## src/rtl/adc_host_if_pkg.sv

```systemverilog
package adc_host_if_pkg;
  // Strobes from the control to the datapath.
  typedef struct packed {
    logic capture;  // latch coreData as the new result, assert interrupt
    logic clrInt;   // release the interrupt
  } hostStrobe_t;
endpackage

```

## src/rtl/adc_host_ctrl.sv

```systemverilog
module adc_host_ctrl
  import adc_host_if_pkg::*;
#(
  parameter int GAP_CYCLES = 3
) (
  input  logic        clk,
  input  logic        rstN,
  input  logic        csN,
  input  logic        rdN,
  input  logic        wrN,
  input  logic        mode,
  input  logic        coreDone,
  output logic        startReq,
  output logic        rdy,
  output hostStrobe_t stb
);
  localparam int GW = (GAP_CYCLES > 0) ? $clog2(GAP_CYCLES + 1) : 1;

  logic accNow, accPrev, wrPrev, csPrev;
  logic accFall, wrRise, csRise;
  logic busyQ, gapOk;
  logic rdStart, wrStart, doStart, earlyRd, doneCap;
  logic [GW-1:0] gapCnt;

  assign accNow  = !csN && !rdN;
  assign accFall = accNow && !accPrev;
  assign wrRise  = wrN && !wrPrev && !csN;
  assign csRise  = csN && !csPrev;

  always_ff @(posedge clk or negedge rstN) begin
    if (!rstN) begin
      accPrev <= 1'b0;
      wrPrev  <= 1'b1;
      csPrev  <= 1'b1;
    end else begin
      accPrev <= accNow;
      wrPrev  <= wrN;
      csPrev  <= csN;
    end
  end

  // Gap between chip-select release and the next read-initiated start.
  generate
    if (GAP_CYCLES == 0) begin : g_noGap
      assign gapCnt = '0;
      assign gapOk  = 1'b1;
    end else begin : g_gap
      logic [GW-1:0] gapQ;
      always_ff @(posedge clk or negedge rstN) begin
        if (!rstN)              gapQ <= '0;
        else if (csRise)        gapQ <= GW'(GAP_CYCLES);
        else if (gapQ != '0)    gapQ <= gapQ - 1'b1;
      end
      assign gapCnt = gapQ;
      assign gapOk  = (gapQ == '0);
    end
  endgenerate

  assign rdStart = !mode && accFall && gapOk && !busyQ;
  assign wrStart = mode && wrRise && !busyQ;
  assign doStart = rdStart || wrStart;
  assign earlyRd = mode && accFall && busyQ;
  assign doneCap = coreDone && busyQ;

  always_comb begin
    stb.capture = doneCap || earlyRd;
    stb.clrInt  = accFall || doStart;
  end

  always_ff @(posedge clk or negedge rstN) begin
    if (!rstN) begin
      busyQ    <= 1'b0;
      startReq <= 1'b0;
      rdy      <= 1'b1;
    end else begin
      startReq <= doStart;
      if (stb.capture)  busyQ <= 1'b0;
      else if (doStart) busyQ <= 1'b1;
      if (rdStart)          rdy <= 1'b0;
      else if (stb.capture) rdy <= 1'b1;
    end
  end


  busy_ignore_chk: assert property (@(posedge clk) disable iff (!rstN)
    (busyQ && !stb.capture) |=> !startReq);

  start_pulse_chk: assert property (@(posedge clk) disable iff (!rstN)
    startReq |=> !startReq);

  rdy_busy_chk: assert property (@(posedge clk) disable iff (!rstN)
    !rdy |-> busyQ);

  gap_start_chk: assert property (@(posedge clk) disable iff (!rstN)
    (startReq && !$past(mode)) |-> ($past(gapCnt) == '0));
endmodule

```

## src/rtl/adc_host_dp.sv

```systemverilog
module adc_host_dp
  import adc_host_if_pkg::*;
#(
  parameter int DATA_W = 8
) (
  input  logic              clk,
  input  logic              rstN,
  input  logic              csN,
  input  logic              rdN,
  input  hostStrobe_t       stb,
  input  logic [DATA_W-1:0] coreData,
  output logic [DATA_W-1:0] dataOut,
  output logic              dataOe,
  output logic              intN
);
  logic [DATA_W-1:0] resultQ;
  logic              validQ;

  always_ff @(posedge clk or negedge rstN) begin
    if (!rstN) begin
      resultQ <= '0;
      validQ  <= 1'b0;
      intN    <= 1'b1;
    end else begin
      if (stb.capture) begin
        resultQ <= coreData;
        validQ  <= 1'b1;
      end
      if (stb.capture)     intN <= 1'b0;
      else if (stb.clrInt) intN <= 1'b1;
    end
  end

  assign dataOe  = !csN && !rdN && validQ;
  assign dataOut = dataOe ? resultQ : '0;


  int_set_chk: assert property (@(posedge clk) disable iff (!rstN)
    stb.capture |=> !intN);

  int_clr_chk: assert property (@(posedge clk) disable iff (!rstN)
    (stb.clrInt && !stb.capture) |=> intN);

  result_hold_chk: assert property (@(posedge clk) disable iff (!rstN)
    !stb.capture |=> $stable(resultQ));
endmodule

```

## src/rtl/adc_host_if.sv

```systemverilog
module adc_host_if
  import adc_host_if_pkg::*;
#(
  parameter int DATA_W     = 8,
  parameter int GAP_CYCLES = 3
) (
  input  logic              clk,
  input  logic              rstN,
  input  logic              csN,
  input  logic              rdN,
  input  logic              wrN,
  input  logic              mode,
  output logic              intN,
  output logic              rdy,
  output logic [DATA_W-1:0] dataOut,
  output logic              dataOe,
  output logic              startReq,
  input  logic              coreDone,
  input  logic [DATA_W-1:0] coreData
);
  hostStrobe_t stb;

  adc_host_ctrl #(.GAP_CYCLES(GAP_CYCLES)) uCtrl (
    .clk(clk), .rstN(rstN), .csN(csN), .rdN(rdN), .wrN(wrN), .mode(mode),
    .coreDone(coreDone), .startReq(startReq), .rdy(rdy), .stb(stb)
  );

  adc_host_dp #(.DATA_W(DATA_W)) uDp (
    .clk(clk), .rstN(rstN), .csN(csN), .rdN(rdN), .stb(stb),
    .coreData(coreData), .dataOut(dataOut), .dataOe(dataOe), .intN(intN)
  );
endmodule

```

## config.mk

```make
export PLATFORM = sky130hd
export DESIGN_NAME = adc_host_if
export DESIGN_NICKNAME = d
export VERILOG_FILES = /design/src/rtl/adc_host_if_pkg.sv /design/src/rtl/adc_host_ctrl.sv /design/src/rtl/adc_host_dp.sv /design/src/rtl/adc_host_if.sv
export SDC_FILE = /design/constraint.sdc
export NUM_CORES = 1
export LEC_CHECK = 0
export ABC_CLOCK_PERIOD_IN_PS = 1900
export CORE_MARGIN = 2
export CORE_UTILIZATION = 50
export DETAILED_ROUTE_END_ITERATION = 10
export DONT_BUFFER_PORTS = 1
export SETUP_SLACK_MARGIN = 0.3
export SLEW_MARGIN = 20
export SYNTH_ARGS = -nofsm -noshare
export SYNTH_HDL_FRONTEND = slang
export SYNTH_SLANG_ARGS = --single-unit
```

## constraint.sdc

```tcl
create_clock -name clk -period 1.9 [get_ports clk]
set_input_delay 0.095 -clock clk [delete_from_list [all_inputs] [get_ports clk]]
set_output_delay 0.095 -clock clk [all_outputs]
set_load 0.02 [all_outputs]
```

==> key figures <==
GRT
  • Global-route wire length before repair: 2560 um
  • Total track usage: 18.7%
  • Largest net degree at the start of global routing: 19
  • Total grt overflow: 0
  • Initial antenna violation count: 0
  • Vias in the first global route: 551

Synthesis
  • Simple-Gate Fraction of Synth Area: 16.1%
  • Number of flops mapped to enable cells by yosys: 0
  • Main combinational cell family by area after synthesis: simple AND/OR/NAND/NOR gates
  • Post-synthesis xor/xnor area fraction: 1.09%
  • Count leader, synth: dfrtp_1
  • Post-synth top area cell: dfrtp_1
  • Main area contributors after synthesis: dfrtp_1 (44%), dfstp_2 (13%), mux2_4 (11%), and3_1 (6.2%), mux2_2 (4.2%)
  • Complex-gate fraction of the synthesized area: 6.24%
  • Flops & latches, synth: 18
  • Avg Inst Size Synth: 13.6 um^2
  • Post-Synth Adder-Cell Area: 1.56%
  • Unique cell type count in the Yosys netlist: 24
  • Synth Flop Type: dfrtp_1
  • Share of synthesized registers carrying an async set or reset: 100%
  • Syn_nets: 75
  • Warnings, synthesis: 0
  • Post-synthesis mux area share: 15.4%
  • Synth top area share: 43.7%
  • Synthesized instance count: 59
  • Cell area after synthesis: 802 um^2
  • Post-synth top cells: dfrtp_1 (14), and3_1 (8), mux2_4 (6), dfstp_2 (4)
  • Register area share after synthesis: 56.8%

Place
  • Placed cells: 73
  • Detailed Place HPWL: 1050 um
  • Final RePlAce weighted congestion: 0.846
  • Port Buffers: 0

Die
  • Die Height: 44.1 um
  • Die Area: 1940 um^2
  • Starting density of the core: 53.2%
  • Rows: 14
  • I/O Pins: 27
  • Core Region: 1510 um^2
  • Die Wd: 44.1 um

Detailed routing
  • Number of routed nets with antenna violations: 0
  • Via count: 504
  • TritonRoute pass-1 iters: 3
  • Final wirelength: 1530 um
  • DRC viols: 0
  • Wire per inst: 17.0 um
  • Vias/cell: 5.60
  • First DRT Iteration DRCs: 5

Clock network
  • Clock Path Buffers: 2
  • Root Buffer: clkbuf_4
  • TritonCTS clock tree: done
  • Cts bufs inserted: 3
  • Worst-skew pair later-pin latency: 0.29 ns
  • Clock transition at path regs: 0.10 ns
  • Sink Count: 18
  • Setup Buffers After CTS: 0
  • Max H-tree Level: 1

Setup path
  • Reg2reg end: uCtrl.rdy
  • Critical Path AT: 1.72 ns
  • CP Class: flip-flop to flip-flop
  • WP data required: 2.13 ns
  • Reg2reg setup slack: 0.41 ns
  • Critical path fanouts, max: 3
  • Startpoint types: flip-flop
  • Crit path capture type: flip-flop
  • Reg-to-reg startpoint: uCtrl.g_gap.gapQ[0]
  • CP startpoint: uCtrl.g_gap.gapQ[0]
  • Reg2Reg Depth: 5

Final layout
  • Multi-input gate area: 334 um^2
  • Ant. Diodes: 0
  • Fillers: 114
  • Share of cells above drive strength 1: 29.7%
  • P&R area growth vs syn: 22.6%
  • Final net count: 91
  • FF/Latch Area: 455 um^2
  • Non-filler instance count after layout: 90

Min path
  • Hold Crit Start: csN
  • Hold WC Path Type: input pin to flip-flop
  • Worst hold path cell count: 2
  • WHS Endpoint: uCtrl.g_gap.gapQ[0]

Timing
  • Min Tclk post-route: 1.49 ns
  • Final Setup Violations: 0
  • Fin. Hold Viols: 0
  • Layout Skew: 0.00278 ns
  • Final period util: 78.6%
  • Fmax: 670 MHz
  • Final slew viol count: 0
  • Max-slew headroom: 47.1%
  • Setup_tns: 0 ns
  • Worst-Margin Slew: 0.791 ns
  • RSZ-0062 raised after global routing: yes

Power
  • Static leakage: 0.476 nW
  • PwrDens: 1320 nW/um^2
  • VDD IR-drop max: 0.793 mV

Job
  • Max-cap viol count: 0

Status
  • Status: finished clean
[layer usage]
| metal | GRT usage, % | wire length (um) |
|---|---|---|
| met5 | 0 | 0 |
| met3 | 4.08 | 113 |
| met4 | 10.3 | 10 |
| met1 | 21.4 | 602 |
| met2 | 32.4 | 805 |
[flip-flops by register name, indices dropped and copies added, names as in the netlist]
register and cells:
uCtrl.rdy 1, uDp.intN 1, uCtrl.accPrev 1, uCtrl.startReq 1, uCtrl.csPrev 1, uDp.resultQ 8, uCtrl.busyQ 1, uDp.validQ 1
uCtrl.wrPrev 1, uCtrl.g_gap.gapQ 2
[cells in the final DEF (no fill, tap or decap), drive strengths merged]
cell type / Yosys / final
dfstp: 4 / 4
o21ai: 1 / 1
nor4b: 2 / 2
clkbuf: 1 / 4
a21bo: 1 / 1
ha: 1 / 1
o31a: 1 / 1
or2b: 2 / 2
mux2: 9 / 9
dfrtp: 14 / 14
dlygate4sd3: 0 / 13
and4b: 1 / 1
nor3: 1 / 1
a21boi: 1 / 1
inv: 2 / 2
and3: 8 / 8
nand2: 3 / 3
a31oi: 1 / 1
xor2: 1 / 1
and2: 1 / 1
nor2: 2 / 2
a21o: 1 / 1
[worst max path at each step]
| stage | to | slack, ns | cells after the start |
|---|---|---|---|
| 3_3_place_gp | uDp.resultQ[4] | 0.48 | 3 |
| 3_5_place_dp | uCtrl.rdy | 0.38 | 5 |
| 4_1_cts | dataOut[4] | 0.31 | 3 |
| 2_1_floorplan | uDp.resultQ[0] | 0.60 | 4 |
| 5_1_grt | uCtrl.busyQ | 0.29 | 5 |
| 6_report | uCtrl.rdy | 0.41 | 5 |
[worst max-delay path, stage by stage, from the launching register on]
cell     delay, ns
dfrtp_1       0.40
inv_1         0.06
ha_1          0.20
nor4b_1       0.40
nand2_1       0.14
a21bo_2       0.23
[stage by stage]
stage / power (mW) / hold WS (ns) / worst slack (ns) / util, % / area (um^2)
final: 1.30 / 0.0356 / 0.406 / 65.3 / 983
after global routing: 1.37 / 0.0237 / 0.285 / 65.3 / 983
after CTS: 1.30 / 0.0256 / 0.312 / 64.6 / 973
after detailed placement: 1.04 / -0.200 / 0.383 / 53.6 / 807
after global placement: 1.00 / -0.200 / 0.479 / 53.6 / 807
after floorplan: 0.978 / -0.201 / 0.597 / - / 802
[kinds of logic after synthesis]
family                     Yosys count
muxes                                9
and+or+nand+nor                     20
AOI/OAI and AO/OA                    6
adders and majority gates            1
buffers and inverters                4
xor gates and xnor gates             1
DFF                                 18
[cell type report]
cell class                 count  share of cell area, %
inverter                       2                  0.763
tap                           16                   2.04
timing repair buffer          13                   13.2
sequential                    18                   46.3
clock buffer                   4                   3.69
multi-input combinational     37                   34.0
[power by group]
group | switching, mW | internal [mW]
clock | 0.111 | 0.117
sequential | 0.114 | 0.540
combinational | 0.171 | 0.247
total | 0.395 | 0.904
[timing repair]
action / in CTS / in global routing
hold endpoints to repair: 29 / 0
hold buffers: 13 / 0
resized for setup: 0 / 2
setup endpoints to repair: 0 / 13
(Power assumes the default switching activity.)
